<file path="config.mk">
export PLATFORM = sky130hd
export DESIGN_NAME = fast_pwr_seq
export DESIGN_NICKNAME = d
export VERILOG_FILES = /design/src/rtl/fast_pwr_seq.sv
export SDC_FILE = /design/constraint.sdc
export NUM_CORES = 1
export LEC_CHECK = 0
export ABC_AREA = 0
export BUFFER_PORTS_ARGS = -buffer_cell sky130_fd_sc_hd__buf_2
export CAP_MARGIN = 20
export CORE_MARGIN = 2
export CORE_UTILIZATION = 40
export DETAILED_ROUTE_END_ITERATION = 10
export RECOVER_POWER = 100
export SYNTH_ARGS = -nofsm -noshare
export SYNTH_HDL_FRONTEND = slang
export SYNTH_SLANG_ARGS = --single-unit
</file>
<file path="constraint.sdc">
create_clock -name clk_i -period 4.21 [get_ports clk_i]
set_clock_uncertainty 0.15 [all_clocks]
set_input_delay 1.263 -clock clk_i [delete_from_list [all_inputs] [get_ports clk_i]]
set_output_delay 1.263 -clock clk_i [all_outputs]
set_load 0.01 [all_outputs]
</file>
<file path="src/rtl/fast_pwr_seq.sv">
module fast_pwr_seq #(
  parameter int STRAP_CYCLES = 2
) (
  input  logic clk_i,
  input  logic rst_ni,
  input  logic pwrup_req_i,
  output logic pwrup_ack_o,
  output logic pwrdn_req_o,
  input  logic slow_ack_i,
  input  logic otp_done_i,
  input  logic lc_done_i,
  input  logic nvm_busy_i,
  input  logic wfi_i,
  input  logic hint_we_i,
  input  logic hint_wd_i,
  input  logic rst_req_i,
  output logic lc_rst_no,
  output logic sys_rst_no,
  output logic clk_gate_en_o,
  output logic strap_o,
  output logic cfg_wen_o,
  output logic hint_o,
  output logic ev_lp_o,
  output logic ev_rst_o,
  output logic ev_fall_o,
  output logic ev_abort_o
);
  localparam int CW = $clog2(STRAP_CYCLES + 1);
  localparam logic [CW-1:0] CNT_LAST = CW'(STRAP_CYCLES - 1);

  typedef enum logic [3:0] {
    S_LOWPWR, S_LC_REL, S_OTP, S_LCI, S_CLKEN, S_STRAP, S_ACK,
    S_ACTIVE, S_LPCHK, S_PDREQ, S_HALT
  } state_e;

  state_e state_q, state_d;
  logic [CW-1:0] cnt_q;
  logic self_boot_q, cfg_wen_q, hint_q;
  logic ev_lp_q, ev_rst_q, ev_fall_q, ev_abort_q;

  wire go_rst  = (state_q == S_ACTIVE) && rst_req_i;
  wire go_lp   = (state_q == S_ACTIVE) && !rst_req_i && hint_q && wfi_i;
  wire fall    = (state_q == S_LPCHK) && !wfi_i;
  wire abrt    = (state_q == S_LPCHK) && wfi_i && nvm_busy_i;
  wire pd_done = (state_q == S_PDREQ) && slow_ack_i;

  always_comb begin
    state_d = state_q;
    unique case (state_q)
      S_LOWPWR: if (pwrup_req_i || self_boot_q) state_d = S_LC_REL;
      S_LC_REL: state_d = S_OTP;
      S_OTP:    if (otp_done_i) state_d = S_LCI;
      S_LCI:    if (lc_done_i) state_d = S_CLKEN;
      S_CLKEN:  state_d = S_STRAP;
      S_STRAP:  if (cnt_q == CNT_LAST) state_d = S_ACK;
      S_ACK:    if (self_boot_q || !pwrup_req_i) state_d = S_ACTIVE;
      S_ACTIVE: begin
        if (go_rst) state_d = S_LOWPWR;
        else if (go_lp) state_d = S_LPCHK;
      end
      S_LPCHK:  state_d = (fall || abrt) ? S_HALT : S_PDREQ;
      S_PDREQ:  if (pd_done) state_d = S_LOWPWR;
      S_HALT:   state_d = S_ACTIVE;
      default:  state_d = S_LOWPWR;
    endcase
  end

  always_ff @(posedge clk_i or negedge rst_ni) begin
    if (!rst_ni) begin
      state_q     <= S_LOWPWR;
      cnt_q       <= '0;
      self_boot_q <= 1'b0;
      cfg_wen_q   <= 1'b1;
      hint_q      <= 1'b0;
      ev_lp_q     <= 1'b0;
      ev_rst_q    <= 1'b0;
      ev_fall_q   <= 1'b0;
      ev_abort_q  <= 1'b0;
    end else begin
      state_q <= state_d;
      cnt_q   <= (state_q == S_STRAP && cnt_q != CNT_LAST) ? cnt_q + 1'b1 : '0;
      if (go_rst) self_boot_q <= 1'b1;
      else if (state_q == S_ACK) self_boot_q <= 1'b0;
      if (go_lp) cfg_wen_q <= 1'b0;
      else if (state_d == S_ACTIVE && state_q != S_ACTIVE) cfg_wen_q <= 1'b1;
      if (go_lp || go_rst) hint_q <= 1'b0;
      else if (hint_we_i && cfg_wen_q) hint_q <= hint_wd_i;
      ev_lp_q    <= pd_done;
      ev_rst_q   <= go_rst;
      ev_fall_q  <= fall;
      ev_abort_q <= abrt;
    end
  end

  assign lc_rst_no     = (state_q != S_LOWPWR);
  assign sys_rst_no    = (state_q == S_ACK) || (state_q == S_ACTIVE) ||
                         (state_q == S_LPCHK) || (state_q == S_HALT);
  assign clk_gate_en_o = (state_q == S_CLKEN) || (state_q == S_STRAP) || (state_q == S_ACK) ||
                         (state_q == S_ACTIVE) || (state_q == S_HALT);
  assign strap_o       = (state_q == S_STRAP);
  assign pwrup_ack_o   = (state_q == S_ACK) && !self_boot_q;
  assign pwrdn_req_o   = (state_q == S_PDREQ);
  assign cfg_wen_o     = cfg_wen_q;
  assign hint_o        = hint_q;
  assign ev_lp_o       = ev_lp_q;
  assign ev_rst_o      = ev_rst_q;
  assign ev_fall_o     = ev_fall_q;
  assign ev_abort_o    = ev_abort_q;
endmodule

</file>
==> flow_summary.json, run 1 <==
{
  "slew_headroom": 0.522,
  "p_comb_frac": 0.439,
  "yosysWarnings": 0,
  "via_count": 703,
  "grt_usage": 0.150,
  "critPathMaxStageDelay_ns": 0.72,
  "area_growth_pct": 4.07,
  "port_buffers": 22,
  "cap_violations": 0,
  "tns_ns": 0,
  "cts_tree": "built",
  "post-cts-setup-buffer-count": 0,
  "crit_chain": "or4_2 -> clkbuf_1",
  "multiInputGateArea_um2": 408,
  "synth-seq-cells": 13,
  "cts-root-buf": "clkbuf_4",
  "synthCells": 86,
  "clockBufferDepth": 2,
  "nNetsFinal": 118,
  "rr_startpoint": "state_q[3]$_DFF_PN0_",
  "nFillCells": 215,
  "rows": 16,
  "syn_avg_cell_area_um2": 10.0,
  "antenna_cells": 0,
  "hold_start": "cnt_q[0]$_DFF_PN0_",
  "core_um2": 2000,
  "gp_congestion": 0.744,
  "initial_core_util": 0.430,
  "cp_num_buf_inv": 1,
  "clkPwrFrac": 0.141,
  "yosysSeqAreaShare": 0.379,
  "p_per_area_nw_per_um2": 615,
  "clk-insertion-delay-late_ns": 0.27,
  "numCtsBuffers": 3,
  "ios": 23,
  "syn_area_um2": 861,
  "drt_wl_total_mm": 1.72,
  "crit_path_max_fanout": 19,
  "worstSetupPathType": "reg -> out",
  "antenna_found_initial": 0,
  "r2r_cells": 5,
  "rsz0062_at_grt": "false",
  "dieHeight_um": 50.4,
  "drc": 0,
  "tightest_slew_ns": 0.718,
  "placed_cell_area_um2": 930,
  "drive_gt1_frac": 0.190,
  "syn_nets": 98,
  "netlist.top_cell.by_area": "dfrtp_1",
  "min_period_ns": 3.14,
  "seq_area_um2": 327,
  "ir_drop_mv": 0.370,
  "final-hold-violation-count": 0,
  "postCtsResizedCells": 0,
  "switchingPower_mw": 0.249,
  "seqPwrFrac": 0.420,
  "drt-initial-drc-count": 10,
  "hold_path_depth": 1,
  "swShare": 0.452,
  "vias_per_cell": 5.33,
  "r2r_slack_ns": 2.12,
  "finalMaxSlewViolations": 0,
  "layout_worst_path_cycle_share": 0.745,
  "cp_top_family": "simple AND/OR/NAND/NOR gates",
  "first_global_vias": 624,
  "worstPathRequired_ns": 2.80,
  "cp-start-kind": "flop",
  "grt_overflow": 0,
  "path_clk_slew_ns": 0.08,
  "fp.dieArea_um2": 2540,
  "cts_sinks": 13,
  "place_hpwl_mm": 1.30,
  "finalSetupViolations": 0,
  "hold_class": "reg -> reg",
  "die_w_um": 50.4,
  "rr_endpoint": "cfg_wen_o$_DFFE_PN1P_",
  "slowest_stage": "or4_2",
  "grt_start_max_net_pins": 20,
  "ctsHoldBuffers": 0,
  "yosys.area.top_type_share": 0.349,
  "wl_per_cell_um": 13.0,
  "hold_path_end": "cnt_q[0]$_DFF_PN0_",
  "cp-end-kind": "output port",
  "ys_types": 35,
  "worstPathArrival_ns": 1.72,
  "synthTopCellsByArea": "dfrtp_1 35%, buf_6 5.2%, nand2b_4 4.8%",
  "final_area_um2": 896,
  "power.internal_mw": 0.302,
  "run_status": "finished clean",
  "fmax_ghz": 0.319,
  "first_pass_iters": 4,
  "htree_levels": 1,
  "ant_nets": 0,
  "grt_pass1_wl_mm": 2.89,
  "p_leak_nw": 0.376
}
power groups by stage:
stage          Clock [mW]  Sequential (mW)  Combinational, mW
4_1_cts            0.0807            0.241              0.266
5_1_grt            0.0881            0.242              0.272
3_3_place_gp            0            0.242              0.261
2_1_floorplan           0            0.194              0.282
6_report           0.0778            0.231              0.242
3_5_place_dp            0            0.242              0.264
kinds of logic after synthesis:
group	Yosys count	share of synthesized area
fa+ha+maj	1	0.0145
mux	1	0.0116
simple gates	49	0.398
compound gates	13	0.100
flops	13	0.379
buf+inv	9	0.0959
worst max path at each step:
stage,cells after the start,startpoint,slack [ns],endpoint
final,2,state_q[1]$_DFF_PN0_,1.07,lc_rst_no
after global routing,2,state_q[1]$_DFF_PN0_,0.99,lc_rst_no
after CTS,2,state_q[1]$_DFF_PN0_,1.03,lc_rst_no
after detailed placement,2,state_q[1]$_DFF_PN0_,1.34,lc_rst_no
after global placement,2,state_q[1]$_DFF_PN0_,1.34,lc_rst_no
after floorplan,3,state_q[1]$_DFF_PN0_,1.47,lc_rst_no
cells in the mapped netlist:
cell type and number:
and3_2 1, nor4b_4 1, buf_6 4, nor2_1 8
a31oi_1 1, nand2b_1 3, or3_1 1, a21oi_1 3
a21boi_0 1, dfrtp_1 12, nand4b_1 1, a21oi_2 1
nor4_2 2, nor3_2 1, nand3b_1 2, and2b_1 1
nor2_2 1, dfstp_2 1, nor4_1 4, nor3_1 8
inv_1 2, buf_4 2, nand2b_4 3, ha_1 1
nor2b_2 1, mux2i_1 1, o41a_1 1, a21o_1 1
nor4_4 1, nand2_1 8, or4_2 1, and2b_2 1
buf_8 1, o21ai_0 4, o311a_1 1
cell type report:
| cell class | instances | area share |
|---|---|---|
| Timing Repair Buffer | 22 | 0.103 |
| Sequential cell | 13 | 0.365 |
| Clock inverter | 1 | 0.00559 |
| Tap cell | 27 | 0.0377 |
| Multi-Input combinational cell | 64 | 0.455 |
| Clock buffer | 3 | 0.0251 |
| Inverter | 2 | 0.00838 |
cell usage in the layout, fill, tap and decap left out:
| cell type | n |
|---|---|
| a21boi_0 | 1 |
| a21o_1 | 1 |
| a21oi_1 | 3 |
| a21oi_2 | 1 |
| a31oi_1 | 1 |
| and2b_1 | 2 |
| and3_2 | 1 |
| buf_2 | 8 |
| clkbuf_1 | 14 |
| clkbuf_4 | 3 |
| clkinv_2 | 1 |
| dfrtp_1 | 12 |
| dfstp_1 | 1 |
| ha_1 | 1 |
| inv_1 | 2 |
| mux2i_1 | 1 |
| nand2_1 | 8 |
| nand2b_1 | 5 |
| nand2b_4 | 1 |
| nand3b_1 | 2 |
| nand4b_1 | 1 |
| nor2_1 | 8 |
| nor2_2 | 1 |
| nor2b_2 | 1 |
| nor3_1 | 8 |
| nor3_2 | 1 |
| nor4_1 | 6 |
| nor4_4 | 1 |
| nor4b_1 | 1 |
| o21ai_0 | 4 |
| o311a_1 | 1 |
| o41a_1 | 1 |
| or3_1 | 1 |
| or4_2 | 1 |
stage by stage:
step | hold WS [ns] | power, mW | worst slack, ns | std cells | utilization
after floorplan | 0.266 | 0.476 | 1.47 | 86 | -
after global placement | 0.284 | 0.503 | 1.34 | 128 | 0.464
after detailed placement | 0.282 | 0.506 | 1.34 | 128 | 0.464
after CTS | 0.297 | 0.587 | 1.03 | 132 | 0.478
after global routing | 0.319 | 0.602 | 0.991 | 132 | 0.448
final | 0.294 | 0.551 | 1.07 | 132 | 0.448
flip-flops by register name, summed over array words and instances, names as in the netlist:
register,cells
ev_abort_o,1
ev_rst_o,1
cfg_wen_o,1
ev_lp_o,1
state_q,4
cnt_q,2
self_boot_q,1
ev_fall_o,1
hint_o,1
metal layers:
metal,vias up,share of wire,GRT usage
li1,344,-,-
met1,343,0.51,0.220
met2,14,0.45,0.224
met3,2,0.033,0.0119
met4,0,0.011,0.0676
met5,-,0,0
(Power assumes the default switching activity.)
==> run 2, diff against run 1 <==
==> constraint.sdc (replaced) <==
create_clock -name clk_i -period 3.1 [get_ports clk_i]
set_clock_uncertainty 0.15 [all_clocks]
set_input_delay 0.93 -clock clk_i [delete_from_list [all_inputs] [get_ports clk_i]]
set_output_delay 0.93 -clock clk_i [all_outputs]
set_load 0.01 [all_outputs]
==> flow_summary.json, run 2 (same netlist as run 1, synthesis figures left out) <==
{
  "run_status": "finished clean",
  "worstSetupPathType": "reg -> out",
  "first_pass_iters": 4,
  "gp_congestion": 0.784,
  "hold_start": "cnt_q[0]$_DFF_PN0_",
  "cp-start-kind": "flop",
  "largest_reg_flops": 4,
  "area_growth_pct": 8.28,
  "htree_levels": 1,
  "via_count": 672,
  "cp-end-kind": "output port",
  "post-cts-setup-buffer-count": 0,
  "ant_nets": 0,
  "fp.dieArea_um2": 2540,
  "port_buffers": 22,
  "nNetsFinal": 120,
  "drt-initial-drc-count": 1,
  "tns_ns": 0,
  "clockBufferDepth": 2,
  "rr_startpoint": "state_q[3]$_DFF_PN0_",
  "p_leak_nw": 0.401,
  "cts_tree": "built",
  "grt_usage": 0.162,
  "largest_register": "state_q",
  "cap_violations": 0,
  "antenna_cells": 0,
  "finalSetupViolations": 0,
  "place_hpwl_mm": 1.32,
  "fmax_ghz": 0.362,
  "rsz0062_at_grt": "false",
  "worstPathRequired_ns": 2.02,
  "finalMaxSlewViolations": 0,
  "wl_per_cell_um": 12.5,
  "hold_class": "reg -> reg",
  "hold_path_end": "cnt_q[0]$_DFF_PN0_",
  "min_period_ns": 2.77,
  "first_global_vias": 675,
  "drive_gt1_frac": 0.243,
  "dp_cells": 130,
  "cts-root-buf": "clkbuf_4",
  "drc": 0,
  "tightest_slew_ns": 0.693,
  "numCtsBuffers": 3,
  "cts_sinks": 13,
  "core_um2": 2000,
  "multiInputGateArea_um2": 427,
  "instances_no_fill": 134,
  "initial_core_util": 0.430,
  "grt_pass1_wl_mm": 3.06,
  "r2r_slack_ns": 1.04,
  "rows": 16,
  "dieHeight_um": 50.4,
  "antenna_found_initial": 0,
  "postCtsResizedCells": 0,
  "layout_common_cells": "12 x clkbuf_1, 12 x dfrtp_1, 11 x buf_2",
  "final-hold-violation-count": 0,
  "clk-insertion-delay-late_ns": 0.28,
  "rr_endpoint": "cfg_wen_o$_DFFE_PN1P_",
  "p_per_area_nw_per_um2": 836,
  "crit_path_max_fanout": 11,
  "slew_headroom": 0.538,
  "ir_drop_mv": 0.469,
  "grt_overflow": 0,
  "drt_wl_total_mm": 1.67,
  "seq_area_um2": 327,
  "worstPathArrival_ns": 1.69,
  "hold_path_depth": 1,
  "ctsHoldBuffers": 0,
  "ios": 23,
  "reg_top3": "state_q: 4 flops, cnt_q: 2 flops",
  "critPathLaunch": "state_q[3]$_DFF_PN0_",
  "path_clk_slew_ns": 0.07,
  "vias_per_cell": 5.01,
  "layout_worst_path_cycle_share": 0.892,
  "grt_start_max_net_pins": 14,
  "die_w_um": 50.4,
  "r2r_cells": 5,
  "nFillCells": 218
}
-- run 2: cell types whose count changed in the layout (fill, tap and decap cells not counted), sizes merged --
cell	before	now
buf	8	13
clkinv	1	0
clkbuf	17	15
-- run 2: worst max path at each step --
stage                             to  slack (ns)  depth (start not counted)
final                     sys_rst_no        0.33                          3
after global routing      sys_rst_no        0.19                          3
after CTS                  lc_rst_no        0.44                          2
after detailed placement   lc_rst_no        0.76                          2
after global placement     lc_rst_no        0.77                          2
after floorplan            lc_rst_no        0.70                          3
-- run 2: cell type report --
| cell class | count | area share |
|---|---|---|
| Clock buffer | 4 | 0.0282 |
| Inverter | 2 | 0.00805 |
| Multi-Input combinational cell | 64 | 0.458 |
| Sequential cell | 13 | 0.350 |
| Tap cell | 27 | 0.0362 |
| Timing Repair Buffer | 24 | 0.119 |
-- run 2: stage by stage --
step | total power [mW] | hold slack [ns] | util | setup slack (ns) | instance area, um^2
after global placement | 0.712 | 0.283 | 0.472 | 0.768 | 945
after floorplan | 0.647 | 0.266 | - | 0.697 | 861
final | 0.780 | 0.290 | 0.466 | 0.335 | 932
after global routing | 0.857 | 0.327 | 0.466 | 0.192 | 932
after CTS | 0.818 | 0.293 | 0.485 | 0.438 | 971
after detailed placement | 0.709 | 0.282 | 0.472 | 0.761 | 945
-- run 2: worst max-delay path: stages, from the launching register on --
cell and delay, ns:
dfrtp_1 0.56, nand2b_1 0.36, o21ai_0 0.32, buf_2 0.18
-- run 2: per-layer routing --
layer	GRT usage	part of all wire	up-vias
met3	0.0387	0.044	4
li1	-	-	349
met1	0.215	0.48	305
met5	0	0	-
met2	0.250	0.46	14
met4	0.0676	0.018	0
-- run 2: report_power, final --
group | switching [mW] | internal [mW]
Clock | 0.0537 | 0.0500
Combinational | 0.242 | 0.168
Sequential | 0.0461 | 0.220
==> run 3, diff against run 2 <==
==> constraint.sdc (replaced) <==
create_clock -name clk_i -period 3.31 [get_ports clk_i]
set_clock_uncertainty 0.15 [all_clocks]
set_input_delay 0.993 -clock clk_i [delete_from_list [all_inputs] [get_ports clk_i]]
set_output_delay 0.993 -clock clk_i [all_outputs]
set_load 0.01 [all_outputs]
==> flow_summary.json, run 3 (same netlist as run 1, synthesis figures left out) <==
{
  "run_status": "finished clean",
  "antenna_found_initial": 0,
  "slew_headroom": 0.527,
  "dp_cells": 129,
  "worstPathArrival_ns": 1.76,
  "grt_pass1_wl_mm": 2.98,
  "layout_worst_path_cycle_share": 0.876,
  "port_buffers": 22,
  "numCtsBuffers": 3,
  "cp-start-kind": "flop",
  "first_global_vias": 635,
  "core_um2": 2000,
  "gp_congestion": 0.758,
  "antenna_cells": 0,
  "final_util": 0.458,
  "crit_chain": "or4_2 -> clkbuf_1",
  "nNetsFinal": 119,
  "ant_nets": 0,
  "reg_top3": "state_q: 4 flops, cnt_q: 2 flops",
  "ios": 23,
  "vias_per_cell": 5.16,
  "die_w_um": 50.4,
  "final_area_um2": 917,
  "p_per_area_nw_per_um2": 771,
  "swShare": 0.445,
  "grt_usage": 0.156,
  "drc": 0,
  "wl_per_cell_um": 12.6,
  "post-cts-setup-buffer-count": 0,
  "worstPathRequired_ns": 2.17,
  "initial_core_util": 0.430,
  "power.internal_mw": 0.392,
  "path_clk_slew_ns": 0.08,
  "finalSetupViolations": 0,
  "clk-insertion-delay-late_ns": 0.27,
  "clkPwrFrac": 0.134,
  "cap_violations": 0,
  "cp.depth": 2,
  "dieHeight_um": 50.4,
  "crit_path_max_fanout": 19,
  "ctsHoldBuffers": 0,
  "rr_startpoint": "state_q[1]$_DFF_PN0_",
  "grt_start_max_net_pins": 20,
  "drt_wl_total_mm": 1.68,
  "worstSetupPathType": "reg -> out",
  "hold_class": "reg -> reg",
  "p_leak_nw": 0.387,
  "hold_path_depth": 1,
  "final_common_cell": "clkbuf_1",
  "cts_tree": "built",
  "rsz0062_at_grt": "false",
  "seq_area_um2": 327,
  "cts_sinks": 13,
  "switchingPower_mw": 0.315,
  "final-hold-violation-count": 0,
  "instances_no_fill": 133,
  "fp.dieArea_um2": 2540,
  "via_count": 686,
  "slowest_stage": "or4_2",
  "finalMaxSlewViolations": 0,
  "largest_register": "state_q",
  "tns_ns": 0,
  "cp_top_family": "simple AND/OR/NAND/NOR gates",
  "fmax_ghz": 0.345,
  "p_comb_frac": 0.471,
  "cts-root-buf": "clkbuf_4",
  "placed_cell_area_um2": 937,
  "cp_num_buf_inv": 1,
  "clockBufferDepth": 2,
  "critPathMaxStageDelay_ns": 0.73,
  "multiInputGateArea_um2": 420,
  "grt_overflow": 0,
  "critPathLaunch": "state_q[1]$_DFF_PN0_",
  "seqPwrFrac": 0.394,
  "min_period_ns": 2.90,
  "drt-initial-drc-count": 8,
  "layout_common_cells": "13 x clkbuf_1, 12 x dfrtp_1, 10 x buf_2",
  "ir_drop_mv": 0.455,
  "drive_gt1_frac": 0.217,
  "rows": 16,
  "hold_start": "cnt_q[0]$_DFF_PN0_",
  "largest_reg_flops": 4,
  "r2r_cells": 5,
  "htree_levels": 1,
  "area_growth_pct": 6.54,
  "tightest_slew_ns": 0.709,
  "first_pass_iters": 5,
  "place_hpwl_mm": 1.28,
  "cp-end-kind": "output port",
  "postCtsResizedCells": 0,
  "nFillCells": 223
}
run 3: power groups by stage:
stage | sequential [mW] | clock (mW) | combinational, mW
3_3_place_gp | 0.283 | 0 | 0.372
5_1_grt | 0.291 | 0.109 | 0.374
3_5_place_dp | 0.285 | 0 | 0.372
4_1_cts | 0.281 | 0.0992 | 0.374
6_report | 0.279 | 0.0950 | 0.333
2_1_floorplan | 0.247 | 0 | 0.359
run 3: path summary, 6_finish.rpt:
| path | to | slack, ns |
|---|---|---|
| max | lc_rst_no | 0.41 |
| min | cnt_q[0]$_DFF_PN0_ | 0.30 |
| max reg2reg | cfg_wen_o$_DFFE_PN1P_ | 1.18 |
| min reg2reg | cnt_q[0]$_DFF_PN0_ | 0.30 |
| max in group asynchronous | cnt_q[1]$_DFF_PN0_ | 1.97 |
| min in group asynchronous | state_q[3]$_DFF_PN0_ | 0.59 |
run 3: layout make-up:
type / count / area share
repair buffers: 23 / 0.112
well taps: 27 / 0.0368
multi-input cells: 64 / 0.458
clock buffers: 4 / 0.0286
inverters: 2 / 0.00819
flip-flops and latches: 13 / 0.356
run 3: metrics by stage:
step	total power, mW	hold WS (ns)	worst slack, ns
2_1_floorplan	0.606	0.266	0.844
3_3_place_gp	0.655	0.284	0.712
3_5_place_dp	0.657	0.287	0.703
4_1_cts	0.754	0.298	0.392
5_1_grt	0.775	0.327	0.321
6_report	0.707	0.297	0.412
run 3: routing by layer:
metal  GRT usage  part of all wire  wire [um]
met2       0.230              0.46        770
met5           0                 0          0
met3      0.0387             0.047         79
met4      0.0541             0.011         19
met1       0.221              0.48        810
